--- src/rtl/rep_pkg.sv ---
package rep_pkg;
  localparam int unsigned ADDR_W = 2;
  localparam logic [ADDR_W-1:0] A_CTRL = 2'd0;
  localparam logic [ADDR_W-1:0] A_REP  = 2'd1;
  localparam logic [ADDR_W-1:0] A_ARR  = 2'd2;
  localparam logic [ADDR_W-1:0] A_STAT = 2'd3;

  localparam int unsigned B_EN     = 0;
  localparam int unsigned B_CENTER = 1;
  localparam int unsigned B_UIE    = 2;
  localparam int unsigned B_UG     = 3;

  typedef struct packed {
    logic uie;
    logic center;
    logic en;
  } ctrl_t;
endpackage

--- src/rtl/rep_regs.sv ---
module rep_regs
  import rep_pkg::*;
#(
  parameter int unsigned BUS_W   = 16,
  parameter int unsigned CNT_W   = 16,
  parameter int unsigned REP_W   = 8,
  parameter logic [CNT_W-1:0] ARR_RST = '1
) (
  input  logic              clk_i,
  input  logic              rst_ni,
  input  logic              we_i,
  input  logic [ADDR_W-1:0] addr_i,
  input  logic [BUS_W-1:0]  wdata_i,
  input  logic              upd_i,
  output logic [BUS_W-1:0]  rdata_o,
  output ctrl_t             ctrl_o,
  output logic              ug_o,
  output logic [REP_W-1:0]  rep_val_o,
  output logic [CNT_W-1:0]  arr_act_o,
  output logic              flag_o
);
  ctrl_t             ctrl_q;
  logic [REP_W-1:0]  rep_q;
  logic [CNT_W-1:0]  arr_pre_q, arr_act_q;
  logic              flag_q;

  assign ug_o = we_i && (addr_i == A_CTRL) && wdata_i[B_UG];

  always_ff @(posedge clk_i or negedge rst_ni) begin
    if (!rst_ni) begin
      ctrl_q    <= '0;
      rep_q     <= '0;
      arr_pre_q <= ARR_RST;
    end else if (we_i) begin
      unique case (addr_i)
        A_CTRL: ctrl_q <= '{uie: wdata_i[B_UIE], center: wdata_i[B_CENTER], en: wdata_i[B_EN]};
        A_REP:  rep_q  <= wdata_i[REP_W-1:0];
        A_ARR:  arr_pre_q <= wdata_i[CNT_W-1:0];
        default: ;
      endcase
    end
  end

  // active reload follows preload only on update
  always_ff @(posedge clk_i or negedge rst_ni) begin
    if (!rst_ni)    arr_act_q <= ARR_RST;
    else if (upd_i) arr_act_q <= arr_pre_q;
  end

  // set wins over a clearing write in the same cycle
  always_ff @(posedge clk_i or negedge rst_ni) begin
    if (!rst_ni)                                        flag_q <= 1'b0;
    else if (upd_i && ctrl_q.uie)                       flag_q <= 1'b1;
    else if (we_i && addr_i == A_STAT && !wdata_i[0])   flag_q <= 1'b0;
  end

  always_comb begin
    rdata_o = '0;
    unique case (addr_i)
      A_CTRL: begin
        rdata_o[B_EN]     = ctrl_q.en;
        rdata_o[B_CENTER] = ctrl_q.center;
        rdata_o[B_UIE]    = ctrl_q.uie;
      end
      A_REP:  rdata_o[REP_W-1:0] = rep_q;
      A_ARR:  rdata_o[CNT_W-1:0] = arr_pre_q;
      default: rdata_o[0] = flag_q;
    endcase
  end

  assign ctrl_o    = ctrl_q;
  assign rep_val_o = rep_q;
  assign arr_act_o = arr_act_q;
  assign flag_o    = flag_q;


  flag_set_chk: assert property (@(posedge clk_i) disable iff (!rst_ni)
    upd_i && ctrl_q.uie |=> flag_q);

  arr_hold_chk: assert property (@(posedge clk_i) disable iff (!rst_ni)
    !upd_i |=> $stable(arr_act_q));
endmodule

--- src/rtl/rep_time_base.sv ---
module rep_time_base #(
  parameter int unsigned CNT_W = 16
) (
  input  logic             clk_i,
  input  logic             rst_ni,
  input  logic             en_i,
  input  logic             center_i,
  input  logic             clr_i,
  input  logic [CNT_W-1:0] arr_i,
  output logic [CNT_W-1:0] cnt_o,
  output logic             ev_o
);
  logic [CNT_W-1:0] cnt_q;
  logic             up_q;
  logic             at_top, at_bot;

  assign at_top = (cnt_q == arr_i);
  assign at_bot = (cnt_q == '0);
  assign ev_o   = en_i && (center_i ? (up_q ? at_top : at_bot) : at_top);

  always_ff @(posedge clk_i or negedge rst_ni) begin
    if (!rst_ni) begin
      cnt_q <= '0;
      up_q  <= 1'b1;
    end else if (clr_i) begin
      cnt_q <= '0;
      up_q  <= 1'b1;
    end else if (en_i) begin
      if (!center_i) begin
        up_q  <= 1'b1;
        cnt_q <= at_top ? '0 : cnt_q + 1'b1;
      end else if (up_q) begin
        if (at_top) begin
          cnt_q <= cnt_q - 1'b1;
          up_q  <= 1'b0;
        end else begin
          cnt_q <= cnt_q + 1'b1;
        end
      end else begin
        if (at_bot) begin
          cnt_q <= cnt_q + 1'b1;
          up_q  <= 1'b1;
        end else begin
          cnt_q <= cnt_q - 1'b1;
        end
      end
    end
  end

  assign cnt_o = cnt_q;


  edge_wrap_chk: assert property (@(posedge clk_i) disable iff (!rst_ni)
    en_i && !center_i && !clr_i && at_top |=> cnt_q == '0);

  center_turn_chk: assert property (@(posedge clk_i) disable iff (!rst_ni)
    en_i && center_i && !clr_i && up_q && at_top && arr_i != '0 |=> cnt_q == $past(arr_i) - 1'b1);

  clr_zero_chk: assert property (@(posedge clk_i) disable iff (!rst_ni)
    clr_i |=> cnt_q == '0);
endmodule

--- src/rtl/rep_repeat.sv ---
module rep_repeat #(
  parameter int unsigned REP_W = 8
) (
  input  logic             clk_i,
  input  logic             rst_ni,
  input  logic             ev_i,
  input  logic             ug_i,
  input  logic [REP_W-1:0] rep_val_i,
  output logic             upd_o
);
  logic [REP_W-1:0] rep_cnt_q;
  logic             zero;

  assign zero  = (rep_cnt_q == '0);
  assign upd_o = ug_i || (ev_i && zero);

  always_ff @(posedge clk_i or negedge rst_ni) begin
    if (!rst_ni)    rep_cnt_q <= '0;
    else if (upd_o) rep_cnt_q <= rep_val_i;
    else if (ev_i)  rep_cnt_q <= rep_cnt_q - 1'b1;
  end


  reload_chk: assert property (@(posedge clk_i) disable iff (!rst_ni)
    upd_o |=> rep_cnt_q == $past(rep_val_i));

  dec_chk: assert property (@(posedge clk_i) disable iff (!rst_ni)
    ev_i && !ug_i && !zero |=> rep_cnt_q == $past(rep_cnt_q) - 1'b1);

  hold_chk: assert property (@(posedge clk_i) disable iff (!rst_ni)
    !ev_i && !ug_i |=> $stable(rep_cnt_q));
endmodule

--- src/rtl/rep_update_gen.sv ---
module rep_update_gen
  import rep_pkg::*;
#(
  parameter int unsigned BUS_W = 16,
  parameter int unsigned CNT_W = 16,
  parameter int unsigned REP_W = 8
) (
  input  logic              clk_i,
  input  logic              rst_ni,
  input  logic              we_i,
  input  logic [ADDR_W-1:0] addr_i,
  input  logic [BUS_W-1:0]  wdata_i,
  output logic [BUS_W-1:0]  rdata_o,
  output logic [CNT_W-1:0]  cnt_o,
  output logic              update_o,
  output logic              irq_o
);
  ctrl_t            ctrl;
  logic             ug, upd, ev;
  logic [REP_W-1:0] rep_val;
  logic [CNT_W-1:0] arr_act;
  logic             upd_q;

  rep_regs #(.BUS_W(BUS_W), .CNT_W(CNT_W), .REP_W(REP_W)) u_regs (
    .clk_i, .rst_ni, .we_i, .addr_i, .wdata_i,
    .upd_i(upd), .rdata_o, .ctrl_o(ctrl), .ug_o(ug),
    .rep_val_o(rep_val), .arr_act_o(arr_act), .flag_o(irq_o)
  );

  rep_time_base #(.CNT_W(CNT_W)) u_tb (
    .clk_i, .rst_ni, .en_i(ctrl.en), .center_i(ctrl.center),
    .clr_i(ug), .arr_i(arr_act), .cnt_o, .ev_o(ev)
  );

  rep_repeat #(.REP_W(REP_W)) u_rep (
    .clk_i, .rst_ni, .ev_i(ev), .ug_i(ug), .rep_val_i(rep_val), .upd_o(upd)
  );

  always_ff @(posedge clk_i or negedge rst_ni) begin
    if (!rst_ni) upd_q <= 1'b0;
    else         upd_q <= upd;
  end
  assign update_o = upd_q;


  ug_pulse_chk: assert property (@(posedge clk_i) disable iff (!rst_ni)
    ug |=> update_o && cnt_o == '0);
endmodule

--- config.mk ---
export PLATFORM = sky130hd
export DESIGN_NAME = rep_update_gen
export DESIGN_NICKNAME = d
export VERILOG_FILES = /design/src/rtl/rep_pkg.sv /design/src/rtl/rep_regs.sv /design/src/rtl/rep_time_base.sv /design/src/rtl/rep_repeat.sv /design/src/rtl/rep_update_gen.sv
export SDC_FILE = /design/constraint.sdc
export NUM_CORES = 1
export LEC_CHECK = 0
export BUFFER_PORTS_ARGS = -buffer_cell sky130_fd_sc_hd__buf_2
export CORE_MARGIN = 2
export CORE_UTILIZATION = 39
export CTS_CLUSTER_DIAMETER = 120
export CTS_CLUSTER_SIZE = 40
export DETAILED_ROUTE_END_ITERATION = 10
export GPL_TIMING_DRIVEN = 0
export PLACE_DENSITY_LB_ADDON = 0.12
export SLEW_MARGIN = 20
export SYNTH_ARGS = -nofsm -noshare
export SYNTH_HDL_FRONTEND = slang
export SYNTH_SLANG_ARGS = --single-unit
--- constraint.sdc ---
create_clock -name clk_i -period 3.8 [get_ports clk_i]
set_input_delay 0.76 -clock clk_i [delete_from_list [all_inputs] [get_ports clk_i]]
set_output_delay 0.76 -clock clk_i [all_outputs]
set_load 0.01 [all_outputs]
[After elaboration in Yosys (flattened, before gate mapping)]
Index checks and enable logic that the tools add are counted.
W data, S select, Z words.
Cells by class
  add/subtract/negate cells: 3
  $mul: 0
  div/mod/pow operators: 0
  $lt $le $gt $ge: 0
  eq/ne operators: 4
  shift-type cells: 0
  muxes and demuxes: 23
  bitwise operators: 0
  reduce and logical (&&, ||, !) cells: 18
Operator list (number)
  $mux W16: 7
  $mux W8: 3
  $add A16 B1 Y16 const B: 1
  $eq A16 B16 Y1: 1
  $logic_not A16 Y1: 1
  $sub A16 B1 Y16 const B: 1
  $mux W1: 10
  $pmux W5 S2: 1
  $logic_not A8 Y1: 1
  $sub A8 B1 Y8 const B: 1
  $logic_and A1 B1 Y1: 7
  $pmux W2 S3: 1
  $reduce_and A2 Y1: 3
  $reduce_bool A2 Y1: 3
  $eq A2 B2 Y1 const B: 2
  $pmux W1 S3: 1
  $eq A2 B1 Y1 const B: 1
  $logic_not A2 Y1: 1
  $logic_not A1 Y1: 1
  $logic_or A1 B1 Y1: 1
Storage, ports and cells
  register bits: 70
  latch bits: 0
  memory bits (writable): 0
  ROM bits: 0
  input port bits: 21
  output and inout port bits: 34
  logic and storage cells: 59
  memories: 0

[Depth between registers and ports, before layout]
  depth after elaboration: 8
  mapped depth: 11
  mapped depth without buffers: 9

[Modules after synthesis]
A second synthesis with hierarchy kept.
Unflattened totals
  cell total of the unflattened synthesis: 415
  area total of the unflattened synthesis: 4374.2 µm²
By module, submodules not included
  rep_regs: times used 1, cells an instance 130, area each 1971.9 µm², seq. area each 1141.1 µm²
  rep_time_base: times used 1, cells an instance 229, area each 1885.6 µm², seq. area each 426.7 µm²
  rep_repeat: times used 1, cells an instance 55, area each 491.7 µm², seq. area each 200.2 µm²
  rep_update_gen: times used 1, cells an instance 1, area each 25.0 µm², seq. area each 25.0 µm²

[Worst setup path before layout]
Ideal clock, no wire load.
  path type: input to output
  start: input addr_i[0]
  end: output rdata_o[0]
  arrival: 1718 ps
  data required time: 3040 ps
  path slack: 1322 ps
  stages on the path: 6
  buffers on the path: 2
  cell sequence: inv_1 ha_1 clkbuf_1 clkbuf_1 a222oi_1 mux2i_1
Between the ends
  longest elaborated chain between the ends: 2
  elaborated cells on any way between the ends: 4
  classes of those cells: 2 x eq/ne; 1 x mux; 1 x reduce/logical
Ends and longest elaborated chain
  from (decl): RTL line rep_update_gen.sv:11  | input logic [ADDR_W-1:0] addr_i,
  $eq A2 B2 Y1 (tied with other cells): RTL line rep_regs.sv:59  | unique case (addr_i)
  $pmux W1 S3 (*): RTL line rep_regs.sv:59
  to (decl): RTL line rep_update_gen.sv:13  | output logic [BUS_W-1:0] rdata_o,
Every way passes the cells marked *; elsewhere a longest branch is shown, timed or not.

[Worst setup path after layout]
Ends and elaborated chain as after synthesis.

==> run_results.csv <==
group,metric,value,unit
synthesis,ys_types,69,
place,gp_congestion,0.873,
sta,hold_ws,0.272,ns
sta,tns,0,ns
clock_tree,numCtsBuffers,9,
setup_path,max_stage_delay,0.41,ns
setup_path,cp-end-kind,"primary output",
drt,drt_wl_total,11200,um
floorplan,io-pin-count,55,
drt,vias_per_cell,5.66,
drt,drtPass1Iterations,5,
setup_path,cp_data_required_time,3.04,ns
global_route,grt_max_degree,56,
layout,nets,519,
drt,drt_iter0_drc,198,
place,placed_area,4800,um^2
sta,max-slew-margin-rel,0.536,
global_route,grt_overflow,0,
floorplan,initial_core_util,0.399,
setup_path,start_kind,"input pin",
sta,fin_crit,3.03,ns
floorplan,die_area,11900,um^2
drt,detail-route-antenna-nets,0,
setup_path,cp_max_fo,10,
power_and_ir_drop,max-vdd-ir-drop,241,uV
clock_tree,cts_setup_buffers,0,
synthesis,yosys_register_bits,70,
clock_tree,clk_path_buf_depth,2,
synthesis,synth_top_area_frac,0.214,
sta,fmax,0.330,GHz
sta,setup_viol,0,
synthesis,netlist_area,4320,um^2
outcome,status,"finished clean",
drt,drc,0,
synthesis,ys_warn_count,0,
sta,worstMarginPinSlew,0.690,ns
synthesis,synthCells,424,
setup_path,path_class,"input pin to primary output",
layout,drive_above_1_share,0.329,
clock_tree,cts_resized,0,
setup_path,cp.buffers_inverters,5,
sta,rsz0062_at_grt,"false",
drt,vias,3594,
synthesis,ys_seq_area_frac,0.415,
sta,clock_skew,0.0161,ns
global_route,antenna_found_initial,0,
setup_path,crit_chain,"buf_2, inv_1, ha_1, clkbuf_1, clkbuf_1, a222oi_1, mux2i_1, buf_2",
layout,area_growth,14.5,%
clock_tree,holdBufCountCts,0,
clock_tree,path_clk_slew,0.07,ns
clock_tree,cts_tree,"yes",
global_route,grt_pass1_vias,3537,
power_and_ir_drop,leakage,2.17,nW
run,cap_viol_max_count,0,
clock_tree,clock_latency,0.35,ns
place,place_hpwl,8310,um
floorplan,die_h,109,um
clock_tree,htreeDepth,3,
synthesis,synth_nets,453,
layout,post-route-cell-area,4950,um^2
sta,period_share,0.797,
synthesis,synthTopCellsByArea,"dfrtp_1 (21%), dfstp_2 (20%), mux2_2 (7.3%)",
clock_tree,cts_root_buf,"clkbuf_8",
global_route,grt_usage,0.203,
synthesis,synth_area_leader_cell,"dfrtp_1",
synthesis,avgSynthCellArea,10.2,um^2
global_route,grt_first_pass_wirelength,18500,um
setup_path,path_delay_family,"buffers and inverters",
power_and_ir_drop,powerDensity,580,nW/um^2
sta,slew_viol_final,0,
floorplan,rows,38,
layout,antennaDiodeCount,0,
synthesis,ys.flop_type,"dfrtp_1",
drt,routedWlPerCell,17.7,um
synthesis,synthArstFlopShare,1.00,
sta,hold_viol_final,0,
place,io_buffer_count,54,
synthesis,synth_edf_count,0,
clock_tree,cts.sinks,70,
floorplan,coreArea,10800,um^2
layout,num-fill-cells,1085,
hold_path,min_path_type,"input pin to asynchronous set/reset pin",
setup_path,crit_slowest_cell,"clkbuf_1",
floorplan,die_w,109,um
setup_path,arrival,2.27,ns
[report_power, final]
group          switching (W)  leakage (nW)  internal, W  total [W]
Sequential          0.000173         0.813      0.00100    0.00117
Combinational       0.000680          1.28     0.000505    0.00119
Clock               0.000275        0.0784     0.000237   0.000512
Total                0.00113          2.17      0.00174    0.00287
[placed cells by master (no fill, tap or decap), types with 14 or more instances in the layout]
cell type | Yosys | routed
buf_2 | 11 | 64
dfrtp_1 | 37 | 37
nand2_1 | 33 | 33
dfstp_2 | 33 | 33
mux2_2 | 28 | 28
nor2_1 | 24 | 24
a21oi_1 | 21 | 21
xor2_1 | 19 | 19
clkbuf_1 | 12 | 17
mux2_1 | 16 | 16
inv_1 | 14 | 14
[per-stage QoR]
step | total power, W | util | cells | setup slack (ns)
CTS | 0.00289 | 0.457 | 635 | 0.756
detailed placement | 0.00237 | 0.443 | 619 | 0.758
finish | 0.00287 | 0.457 | 635 | 0.771
global route | 0.00309 | 0.457 | 635 | 0.619
floorplan | 0.00203 | - | 424 | 1.32
global placement | 0.00234 | 0.440 | 618 | 0.773
[logic make-up (layout without fill, tap and decap cells)]
kind of cell,after synthesis,count (layout),synth area share
simple gates,134,134,0.175
compound gates,97,97,0.161
flops,70,70,0.415
mux,48,48,0.127
buf+inv,44,115,0.0509
xor+xnor,23,23,0.0483
fa+ha+maj,8,8,0.0231
[final cells by class]
type / count / area, um^2 / area share
multi-input cells: 310 / 2310 / 0.467
inverters: 15 / 56.3 / 0.0114
well taps: 140 / 175 / 0.0354
flip-flops and latches: 70 / 1790 / 0.362
repair buffers: 55 / 300 / 0.0606
clock buffers: 14 / 143 / 0.0288
plain buffers: 29 / 164 / 0.0331
clock inverters: 2 / 10.0 / 0.00202
[registers in the layout (all words and copies together), names as in the netlist]
signal / count
update_o: 1
u_regs.arr_pre_q: 16
u_rep.rep_cnt_q: 8
u_tb.up_q: 1
u_regs.arr_act_o: 16
u_regs.ctrl_o: 3
u_regs.flag_o: 1
u_regs.rep_val_o: 8
u_tb.cnt_o: 16
[cells in the mapped netlist (all sizes together), types with 3 or more instances]
cell type	count
nand4	3
a222oi	3
and3	5
or3	7
nor2b	8
a32o	3
xnor2	3
clkbuf	12
a21oi	21
o2bb2ai	3
a221oi	8
dfrtp	37
xor2	20
a31oi	7
o21ai	16
dfstp	33
mux2	44
o211ai	3
a211oi	4
and2	10
nor3	10
nor2	24
ha	8
inv	15
nand2	34
nand2b	4
o2111ai	3
nand3	13
mux2i	4
a22oi	5
nor4	9
buf	17
[final timing paths]
check,startpoint,to,slack (ns),cells after the start
max,addr_i[0],rdata_o[0],0.77,8
min,rst_ni,u_rep.rep_cnt_q[1]$_DFFE_PN0P_,0.27,1
max reg2reg,u_tb.cnt_o[5]$_DFFE_PN0P_,u_tb.cnt_o[13]$_DFFE_PN0P_,1.00,8
min reg2reg,u_regs.ctrl_o[2]$_DFFE_PN0P_,u_regs.flag_o$_DFFE_PN0P_,0.54,1
max in group asynchronous,rst_ni,u_regs.arr_pre_q[9]$_DFFE_PN1P_,2.92,2
min in group clk_i,u_regs.ctrl_o[2]$_DFFE_PN0P_,u_regs.flag_o$_DFFE_PN0P_,0.54,1
[per-layer routing]
layer | wire (um) | vias to the layer above | part of all wire | GRT usage
met2 | 5230 | 129 | 0.47 | 0.311
met1 | 5140 | 1771 | 0.46 | 0.289
met5 | 0 | - | 0 | 0
li1 | - | 1684 | - | -
met3 | 664 | 10 | 0.059 | 0.0296
met4 | 184 | 0 | 0.016 | 0.0850
(Power assumes the default switching activity.)
